### src/rtl/dbg_led_pkg.sv
package dbg_led_pkg;

    typedef enum logic [1:0] {
        PH_HIGH  = 2'd0,
        PH_LOW   = 2'd1,
        PH_PAUSE = 2'd2
    } phase_e;

    typedef enum logic [1:0] {
        DM_POST   = 2'd0,
        DM_DIRECT = 2'd1,
        DM_OFF    = 2'd2
    } dmode_e;

    function automatic dmode_e decode_mode(input logic [3:0] field);
        dmode_e m;
        unique case (field)
            4'd0:    m = DM_POST;
            4'd1:    m = DM_DIRECT;
            default: m = DM_OFF;
        endcase
        return m;
    endfunction

endpackage

### src/rtl/dbg_led_regs.sv
module dbg_led_regs #(
    parameter int unsigned ADDR_W    = 16,
    parameter int unsigned DATA_W    = 8,
    parameter int unsigned CFG_W     = 4,
    parameter logic [ADDR_W-1:0] CFG_ADDR = 16'h0290,
    parameter logic [ADDR_W-1:0] DIR_ADDR = 16'h0291,
    parameter logic [CFG_W-1:0]  CFG_RST  = 4'h1
) (
    input  logic              clk,
    input  logic              rst_n,
    input  logic              bus_wr,
    input  logic [ADDR_W-1:0] bus_addr,
    input  logic [DATA_W-1:0] bus_wdata,
    output logic [DATA_W-1:0] bus_rdata,
    input  logic              post_wr,
    input  logic [DATA_W-1:0] post_data,
    output logic [CFG_W-1:0]  cfg_q,
    output logic [DATA_W-1:0] dir_q,
    output logic [DATA_W-1:0] code_q,
    output logic              seen_q
);
    localparam int unsigned PAD_W = DATA_W - CFG_W;

    logic cfg_hit;
    logic dir_hit;

    assign cfg_hit = (bus_addr == CFG_ADDR);
    assign dir_hit = (bus_addr == DIR_ADDR);

    always_ff @(posedge clk or negedge rst_n) begin
        if (!rst_n) begin
            cfg_q <= CFG_RST;
            dir_q <= '0;
        end else if (bus_wr) begin
            if (cfg_hit) cfg_q <= bus_wdata[CFG_W-1:0];
            if (dir_hit) dir_q <= bus_wdata;
        end
    end

    always_ff @(posedge clk or negedge rst_n) begin
        if (!rst_n) begin
            code_q <= '0;
            seen_q <= 1'b0;
        end else if (post_wr) begin
            code_q <= post_data;
            seen_q <= 1'b1;
        end
    end

    always_comb begin
        bus_rdata = '0;
        if (cfg_hit)      bus_rdata = {{PAD_W{1'b0}}, cfg_q};
        else if (dir_hit) bus_rdata = dir_q;
    end

    // the end of the fault phase is permanent
    a_r4_seen_sticky: assert property (@(posedge clk) disable iff (!rst_n)
        seen_q |=> seen_q);

    // a POST write lands in the code register on the next edge
    a_r6_code_capture: assert property (@(posedge clk) disable iff (!rst_n)
        post_wr |=> (code_q == $past(post_data)));

endmodule

### src/rtl/dbg_led_seq.sv
module dbg_led_seq
    import dbg_led_pkg::*;
#(
    parameter int unsigned PHASE_CYCLES = 8,
    parameter int unsigned CFG_W        = 4
) (
    input  logic             clk,
    input  logic             rst_n,
    input  logic             post_wr,
    input  logic [CFG_W-1:0] cfg_q,
    output phase_e           phase_q,
    output dmode_e           mode_q
);
    localparam int unsigned CNT_W = (PHASE_CYCLES > 1) ? $clog2(PHASE_CYCLES) : 1;
    localparam logic [CNT_W-1:0] CNT_LAST = CNT_W'(PHASE_CYCLES - 1);

    logic [CNT_W-1:0] cnt_q;
    logic             tick;
    phase_e           phase_d;

    assign tick = (cnt_q == CNT_LAST);

    // next-state logic of the phase machine
    always_comb begin
        phase_d = phase_q;
        if (post_wr) begin
            phase_d = PH_HIGH;
        end else if (tick) begin
            unique case (phase_q)
                PH_HIGH:  phase_d = PH_LOW;
                PH_LOW:   phase_d = PH_PAUSE;
                PH_PAUSE: phase_d = PH_HIGH;
                default:  phase_d = PH_HIGH;
            endcase
        end
    end

    // state register, prescaler and mode latch
    always_ff @(posedge clk or negedge rst_n) begin
        if (!rst_n) begin
            phase_q <= PH_HIGH;
            cnt_q   <= '0;
            mode_q  <= DM_DIRECT;
        end else begin
            phase_q <= phase_d;
            if (post_wr || tick) begin
                cnt_q  <= '0;
                mode_q <= decode_mode(4'(cfg_q));
            end else begin
                cnt_q <= cnt_q + 1'b1;
            end
        end
    end

    // the prescaler never passes its terminal count
    a_r5_cnt_bound: assert property (@(posedge clk) disable iff (!rst_n)
        cnt_q <= CNT_LAST);

    // a POST write restarts at the high-nibble phase with a full count
    a_r6_restart: assert property (@(posedge clk) disable iff (!rst_n)
        post_wr |=> (phase_q == PH_HIGH && cnt_q == '0));

    // the mode changes only at a boundary
    a_r7_mode_hold: assert property (@(posedge clk) disable iff (!rst_n)
        (!tick && !post_wr) |=> $stable(mode_q));

    // the phase holds within a phase
    a_r5_phase_hold: assert property (@(posedge clk) disable iff (!rst_n)
        (!tick && !post_wr) |=> $stable(phase_q));

endmodule

### src/rtl/dbg_led_out.sv
module dbg_led_out
    import dbg_led_pkg::*;
#(
    parameter int unsigned LED_N = 4
) (
    input  logic               clk,
    input  logic               rst_n,
    input  logic               seen_q,
    input  phase_e             phase_q,
    input  dmode_e             mode_q,
    input  logic [2*LED_N-1:0] code_q,
    input  logic [2*LED_N-1:0] dir_q,
    input  logic [LED_N-1:0]   fault_vec,
    output logic [LED_N-1:0]   led_red,
    output logic [LED_N-1:0]   led_green
);
    logic [LED_N-1:0] dir_red;
    logic [LED_N-1:0] dir_green;
    logic [LED_N-1:0] red_d;
    logic [LED_N-1:0] green_d;

    for (genvar n = 0; n < LED_N; n++) begin : g_dir
        assign dir_green[n] = dir_q[2*n];
        assign dir_red[n]   = dir_q[2*n+1];
    end

    always_comb begin
        red_d   = '0;
        green_d = '0;
        if (!seen_q) begin
            red_d = fault_vec;
        end else begin
            unique case (mode_q)
                DM_POST: begin
                    unique case (phase_q)
                        PH_HIGH:  green_d = code_q[2*LED_N-1:LED_N];
                        PH_LOW:   green_d = code_q[LED_N-1:0];
                        default:  green_d = '0;
                    endcase
                end
                DM_DIRECT: begin
                    red_d   = dir_red;
                    green_d = dir_green;
                end
                default: begin
                    red_d   = '0;
                    green_d = '0;
                end
            endcase
        end
    end

    always_ff @(posedge clk or negedge rst_n) begin
        if (!rst_n) begin
            led_red   <= '0;
            led_green <= '0;
        end else begin
            led_red   <= red_d;
            led_green <= green_d;
        end
    end

    // no green while fault indicators are shown
    a_r3_fault_no_green: assert property (@(posedge clk) disable iff (!rst_n)
        !seen_q |=> (led_green == '0));

    // the POST view never lights red
    a_r5_post_no_red: assert property (@(posedge clk) disable iff (!rst_n)
        (seen_q && mode_q == DM_POST) |=> (led_red == '0));

    // the pause phase is dark
    a_r5_pause_dark: assert property (@(posedge clk) disable iff (!rst_n)
        (seen_q && mode_q == DM_POST && phase_q == PH_PAUSE) |=> (led_green == '0));

    // a reserved field turns everything off
    a_r9_off: assert property (@(posedge clk) disable iff (!rst_n)
        (seen_q && mode_q == DM_OFF) |=> (led_red == '0 && led_green == '0));

endmodule

### src/rtl/dbg_led_ctrl.sv
module dbg_led_ctrl
    import dbg_led_pkg::*;
#(
    parameter int unsigned PHASE_CYCLES = 8,
    parameter logic [15:0] CFG_ADDR     = 16'h0290,
    parameter logic [15:0] DIR_ADDR     = 16'h0291
) (
    input  logic        clk,
    input  logic        rst_n,
    input  logic        bus_wr,
    input  logic [15:0] bus_addr,
    input  logic [7:0]  bus_wdata,
    output logic [7:0]  bus_rdata,
    input  logic        post_wr,
    input  logic [7:0]  post_data,
    input  logic        pwr_good,
    input  logic        cpu_cat_err,
    input  logic        pci_rst,
    input  logic        boot_fail,
    output logic [3:0]  led_red,
    output logic [3:0]  led_green
);
    localparam int unsigned LED_N  = 4;
    localparam int unsigned DATA_W = 2 * LED_N;
    localparam int unsigned CFG_W  = 4;

    logic [CFG_W-1:0]  cfg_q;
    logic [DATA_W-1:0] dir_q;
    logic [DATA_W-1:0] code_q;
    logic              seen_q;
    phase_e            phase_q;
    dmode_e            mode_q;
    logic [LED_N-1:0]  fault_vec;

    assign fault_vec = {~pwr_good, cpu_cat_err, pci_rst, boot_fail};

    dbg_led_regs #(
        .ADDR_W   (16),
        .DATA_W   (DATA_W),
        .CFG_W    (CFG_W),
        .CFG_ADDR (CFG_ADDR),
        .DIR_ADDR (DIR_ADDR),
        .CFG_RST  (4'h1)
    ) u_regs (
        .clk       (clk),
        .rst_n     (rst_n),
        .bus_wr    (bus_wr),
        .bus_addr  (bus_addr),
        .bus_wdata (bus_wdata),
        .bus_rdata (bus_rdata),
        .post_wr   (post_wr),
        .post_data (post_data),
        .cfg_q     (cfg_q),
        .dir_q     (dir_q),
        .code_q    (code_q),
        .seen_q    (seen_q)
    );

    dbg_led_seq #(
        .PHASE_CYCLES (PHASE_CYCLES),
        .CFG_W        (CFG_W)
    ) u_seq (
        .clk     (clk),
        .rst_n   (rst_n),
        .post_wr (post_wr),
        .cfg_q   (cfg_q),
        .phase_q (phase_q),
        .mode_q  (mode_q)
    );

    dbg_led_out #(
        .LED_N (LED_N)
    ) u_out (
        .clk       (clk),
        .rst_n     (rst_n),
        .seen_q    (seen_q),
        .phase_q   (phase_q),
        .mode_q    (mode_q),
        .code_q    (code_q),
        .dir_q     (dir_q),
        .fault_vec (fault_vec),
        .led_red   (led_red),
        .led_green (led_green)
    );

    // after the first POST write the status inputs alone cannot change the LEDs
    a_r4_status_ignored: assert property (@(posedge clk) disable iff (!rst_n)
        (seen_q && mode_q == DM_OFF) |=> (led_red == '0));

endmodule

### config.mk
export PLATFORM = sky130hd
export DESIGN_NAME = dbg_led_ctrl
export DESIGN_NICKNAME = d
export VERILOG_FILES = /design/src/rtl/dbg_led_pkg.sv /design/src/rtl/dbg_led_regs.sv /design/src/rtl/dbg_led_seq.sv /design/src/rtl/dbg_led_out.sv /design/src/rtl/dbg_led_ctrl.sv
export SDC_FILE = /design/constraint.sdc
export NUM_CORES = 1
export LEC_CHECK = 0
export BUFFER_PORTS_ARGS = -buffer_cell sky130_fd_sc_hd__buf_2
export CORE_MARGIN = 1.5
export CORE_UTILIZATION = 44
export DETAILED_ROUTE_END_ITERATION = 10
export GPL_TIMING_DRIVEN = 0
export PLACE_DENSITY = 0.75
export SLEW_MARGIN = 10
export SYNTH_ARGS = -nofsm -noshare
export SYNTH_HDL_FRONTEND = slang
export SYNTH_SLANG_ARGS = --single-unit
### constraint.sdc
create_clock -name clk -period 1.8 [get_ports clk]
set_input_delay 0.27 -clock clk [delete_from_list [all_inputs] [get_ports clk]]
set_output_delay 0.27 -clock clk [all_outputs]
set_load 0.05 [all_outputs]
==> qor.yml <==
timing.setup.critical_path_class: "in -> out"
clock_tree.root_cell: "sky130_fd_sc_hd__clkbuf_4"
worst_slack_ns: -0.1722
dominant_combinational_cell_family_by_area_after_synthesis: "multiplexers"
finalHoldWorstSlack_ns: -0.01166
drive_gt1_frac: 0.5714
die_area_mm2: 0.003945
die_height_um: 62.81
p_per_area_mw_per_mm2: 664.0
finalCriticalPeriod_ns: 1.972
layoutNonFillerInstCount: 235
worstHoldPathType: "in -> async"
ant_nets: 0
synth_compound_gate_area_share: 0.06359
num_vias: 1186
maxClockFrequency_mhz: 507.0
latest_clock_arrival_within_the_worst_skew_pair_ns: 0.34
finalWirelength_um: 3336
post_synth_fa_ha_maj_area_fraction: 0.01590
first_iter_violations: 22
met3_usage: 0.05586
post_synth_instance_area_mm2: 0.001574
antenna_found_initial: 0
synth_simple_gate_area_frac: 0.1455
overall_die_width_um: 62.81
cts_tree: "yes"
finalMaxSlewViolations: 0
place.gp.congestion: 0.7861
synthToLayoutAreaGrowth_pct: 36.33
drv_cap: 0
worstPathArrival_ns: 1.70
synth_cell_type_count: 28
pin_count: 56
clock_sink_count: 36
drc: 0
grt_pass1_wl_um: 5602
worst-path-max-fanout: 4
grt_busiest_layer: "met2"
global_route.usage.met1: 0.2074
clk_pin_slew_worst_paths_ns: 0.10
synth-xor-area-share: 0
hold_violations: 12
cts-root-to-sink-buffers: 2
firstDrtPassIters: 4
setup.worst_path.end_class: "output pin"
violated_checks: "hold timing, setup timing"
synth-seq-cells: 36
cts_htree_levels: 2
worstPathRequired_ns: 1.53
peakVddDrop_v: 0.0004401
cts_inserted_buffers: 5
power_mw: 1.425
largest_net_degree_at_the_start_of_global_routing: 37
vias_per_cell: 5.047
grt_use_total: 0.1860
clock-skew-final_ns: 0.01471
ys_seq_area_frac: 0.5739
final.fill_count: 280
grt_use_met2: 0.3266
grt_setup_unrepaired: "yes"
final.setup.tns_ns: -1.256
layout_worst_path_cycle_share: 1.096
crit_path_start_kind: "input port"
detailed_place_hpwl_um: 2455
io_buffer_count: 55
synth_warnings: 0
placedCellCount: 222
portion_of_netlist_area_occupied_by_mux_cells: 0.1844
synthesis.instances: 121
timing_worst_slew_pin_value_ns: 0.7652
globalRoute.totalOverflow: 0
mappedNetlistNets: 163
timing.slew.headroom: 0.4899
core_area_mm2: 0.003390
wl_per_cell_um: 14.20
finish.net_count: 231
finalSetupViolCount: 8
grt_pass1_vias: 1254
fp-row-count: 21
antenna_cells_inserted: 0
synth.avg_cell_area_um2: 13.01
start_util: 0.4644
run_status: "finished with violations"
power.static_leakage_nw: 1.100
layout by cell type (no fill, tap or decap), types with 3 or more instances in the layout:
| master | instances |
|---|---|
| sky130_fd_sc_hd__a22oi_1 | 4 |
| sky130_fd_sc_hd__inv_1 | 4 |
| sky130_fd_sc_hd__buf_4 | 6 |
| sky130_fd_sc_hd__or4_4 | 3 |
| sky130_fd_sc_hd__clkbuf_4 | 5 |
| sky130_fd_sc_hd__a22o_4 | 4 |
| sky130_fd_sc_hd__buf_8 | 8 |
| sky130_fd_sc_hd__and2_4 | 4 |
| sky130_fd_sc_hd__clkbuf_1 | 4 |
| sky130_fd_sc_hd__o22ai_1 | 4 |
| sky130_fd_sc_hd__buf_2 | 45 |
| sky130_fd_sc_hd__mux2_2 | 24 |
| sky130_fd_sc_hd__dfrtp_1 | 34 |
| sky130_fd_sc_hd__nor2_1 | 8 |
| sky130_fd_sc_hd__nand2_1 | 8 |
cell families after synthesis:
| group | Yosys count |
|---|---|
| compound gates | 14 |
| fa+ha+maj | 2 |
| buf+inv | 7 |
| flops | 36 |
| mux | 26 |
| simple gates | 36 |
area by class of cell:
class,instances,area (um^2),area share
flip-flops and latches,36,903.4,0.4210
multi-input cells,78,700.7,0.3265
repair buffers,61,412.9,0.1924
well taps,46,57.56,0.02682
clock buffers,7,45.04,0.02099
inverters,4,15.01,0.006997
plain buffers,3,11.26,0.005248
cells in the mapped netlist:
master | count | area share
sky130_fd_sc_hd__dfrtp_1 | 34 | 0.54
sky130_fd_sc_hd__mux2_2 | 24 | 0.17
sky130_fd_sc_hd__nand2_1 | 8 | 0.019
sky130_fd_sc_hd__nor2_1 | 8 | 0.019
sky130_fd_sc_hd__and2_1 | 6 | 0.024
sky130_fd_sc_hd__a22o_1 | 4 | 0.022
sky130_fd_sc_hd__a22oi_1 | 4 | 0.019
sky130_fd_sc_hd__inv_1 | 4 | 0.0095
sky130_fd_sc_hd__o22ai_1 | 4 | 0.016
sky130_fd_sc_hd__clkbuf_1 | 2 | 0.0048
sky130_fd_sc_hd__dfstp_2 | 2 | 0.033
sky130_fd_sc_hd__ha_1 | 2 | 0.016
sky130_fd_sc_hd__mux2i_1 | 2 | 0.013
sky130_fd_sc_hd__nor3_1 | 2 | 0.0064
sky130_fd_sc_hd__or4_4 | 2 | 0.014
sky130_fd_sc_hd__a21oi_1 | 1 | 0.0032
sky130_fd_sc_hd__buf_1 | 1 | 0.0024
sky130_fd_sc_hd__nand2_2 | 1 | 0.0040
sky130_fd_sc_hd__nand2_4 | 1 | 0.0072
sky130_fd_sc_hd__nand2b_1 | 1 | 0.0040
sky130_fd_sc_hd__nand3b_1 | 1 | 0.0048
sky130_fd_sc_hd__nand4b_1 | 1 | 0.0056
sky130_fd_sc_hd__nor4_2 | 1 | 0.0079
sky130_fd_sc_hd__nor4_4 | 1 | 0.014
sky130_fd_sc_hd__o21ai_0 | 1 | 0.0032
sky130_fd_sc_hd__or2_2 | 1 | 0.0040
sky130_fd_sc_hd__or4_2 | 1 | 0.0056
sky130_fd_sc_hd__or4b_1 | 1 | 0.0064
worst paths after layout:
| kind | to | slack (ns) | from | cells after the start |
|---|---|---|---|---|
| max reg2reg | u_seq.mode_q[1]$_DFFE_PN0N_ | 0.37 | u_seq.cnt_q[0]$_DFF_PN0_ | 4 |
| max in group asynchronous | u_out.led_red[1]$_DFF_PN0_ | 1.30 | rst_n | 1 |
| min | u_out.led_green[0]$_DFF_PN0_ | -0.01 | rst_n | 1 |
| max | bus_rdata[5] | -0.17 | bus_addr[1] | 6 |
| min in group clk | u_out.led_red[3]$_DFF_PN0_ | 0.15 | pwr_good | 2 |
| min reg2reg | u_seq.cnt_q[0]$_DFF_PN0_ | 0.46 | u_seq.cnt_q[0]$_DFF_PN0_ | 1 |
metrics by stage:
step / area (um^2) / setup slack (ns) / utilization
2_1_floorplan: 1584 / -0.1192 / -
3_3_place_gp: 1917 / -0.4952 / 0.5655
3_5_place_dp: 1917 / -0.5031 / 0.5655
4_1_cts: 2140 / -0.1577 / 0.6312
5_1_grt: 2146 / -0.2381 / 0.6331
6_report: 2146 / -0.1722 / 0.6331
power breakdown:
group / internal (mW) / total (mW) / switching [mW]
combinational: 0.0781 / 0.176 / 0.0975
clock: 0.147 / 0.395 / 0.248
sequential: 0.842 / 0.854 / 0.0128
total: 1.07 / 1.42 / 0.358
flip-flops by register name, indices dropped and copies added, names as in the netlist:
| register | count |
|---|---|
| u_out.led_green | 4 |
| u_out.led_red | 4 |
| u_regs.cfg_q | 4 |
| u_regs.code_q | 8 |
| u_regs.dir_q | 8 |
| u_regs.seen_q | 1 |
| u_seq.cnt_q | 3 |
| u_seq.mode_q | 2 |
| u_seq.phase_q | 2 |
critical path, cell delays in order:
cell	delay [ns]
sky130_fd_sc_hd__buf_6	0.09
sky130_fd_sc_hd__or4_4	0.54
sky130_fd_sc_hd__nor4_4	0.32
sky130_fd_sc_hd__buf_4	0.20
sky130_fd_sc_hd__and2_4	0.15
sky130_fd_sc_hd__buf_8	0.14
repair_timing:
| item | CTS | global route |
|---|---|---|
| resized for setup | 35 | 1 |
| pin swaps | 9 | 1 |
| cloned | 0 | 0 |
| hold endpoints to repair | 0 | 0 |
| buffers inserted | 6 | 0 |
| hold buffers | 0 | 0 |
| endpoints found under the setup margin | 13 | 8 |
routing by layer:
metal,up-vias,share of wire
met5,-,0
met4,0,0.020
met3,8,0.061
met2,39,0.53
met1,572,0.39
li1,567,-
Power figures use the tool's default switching activity.
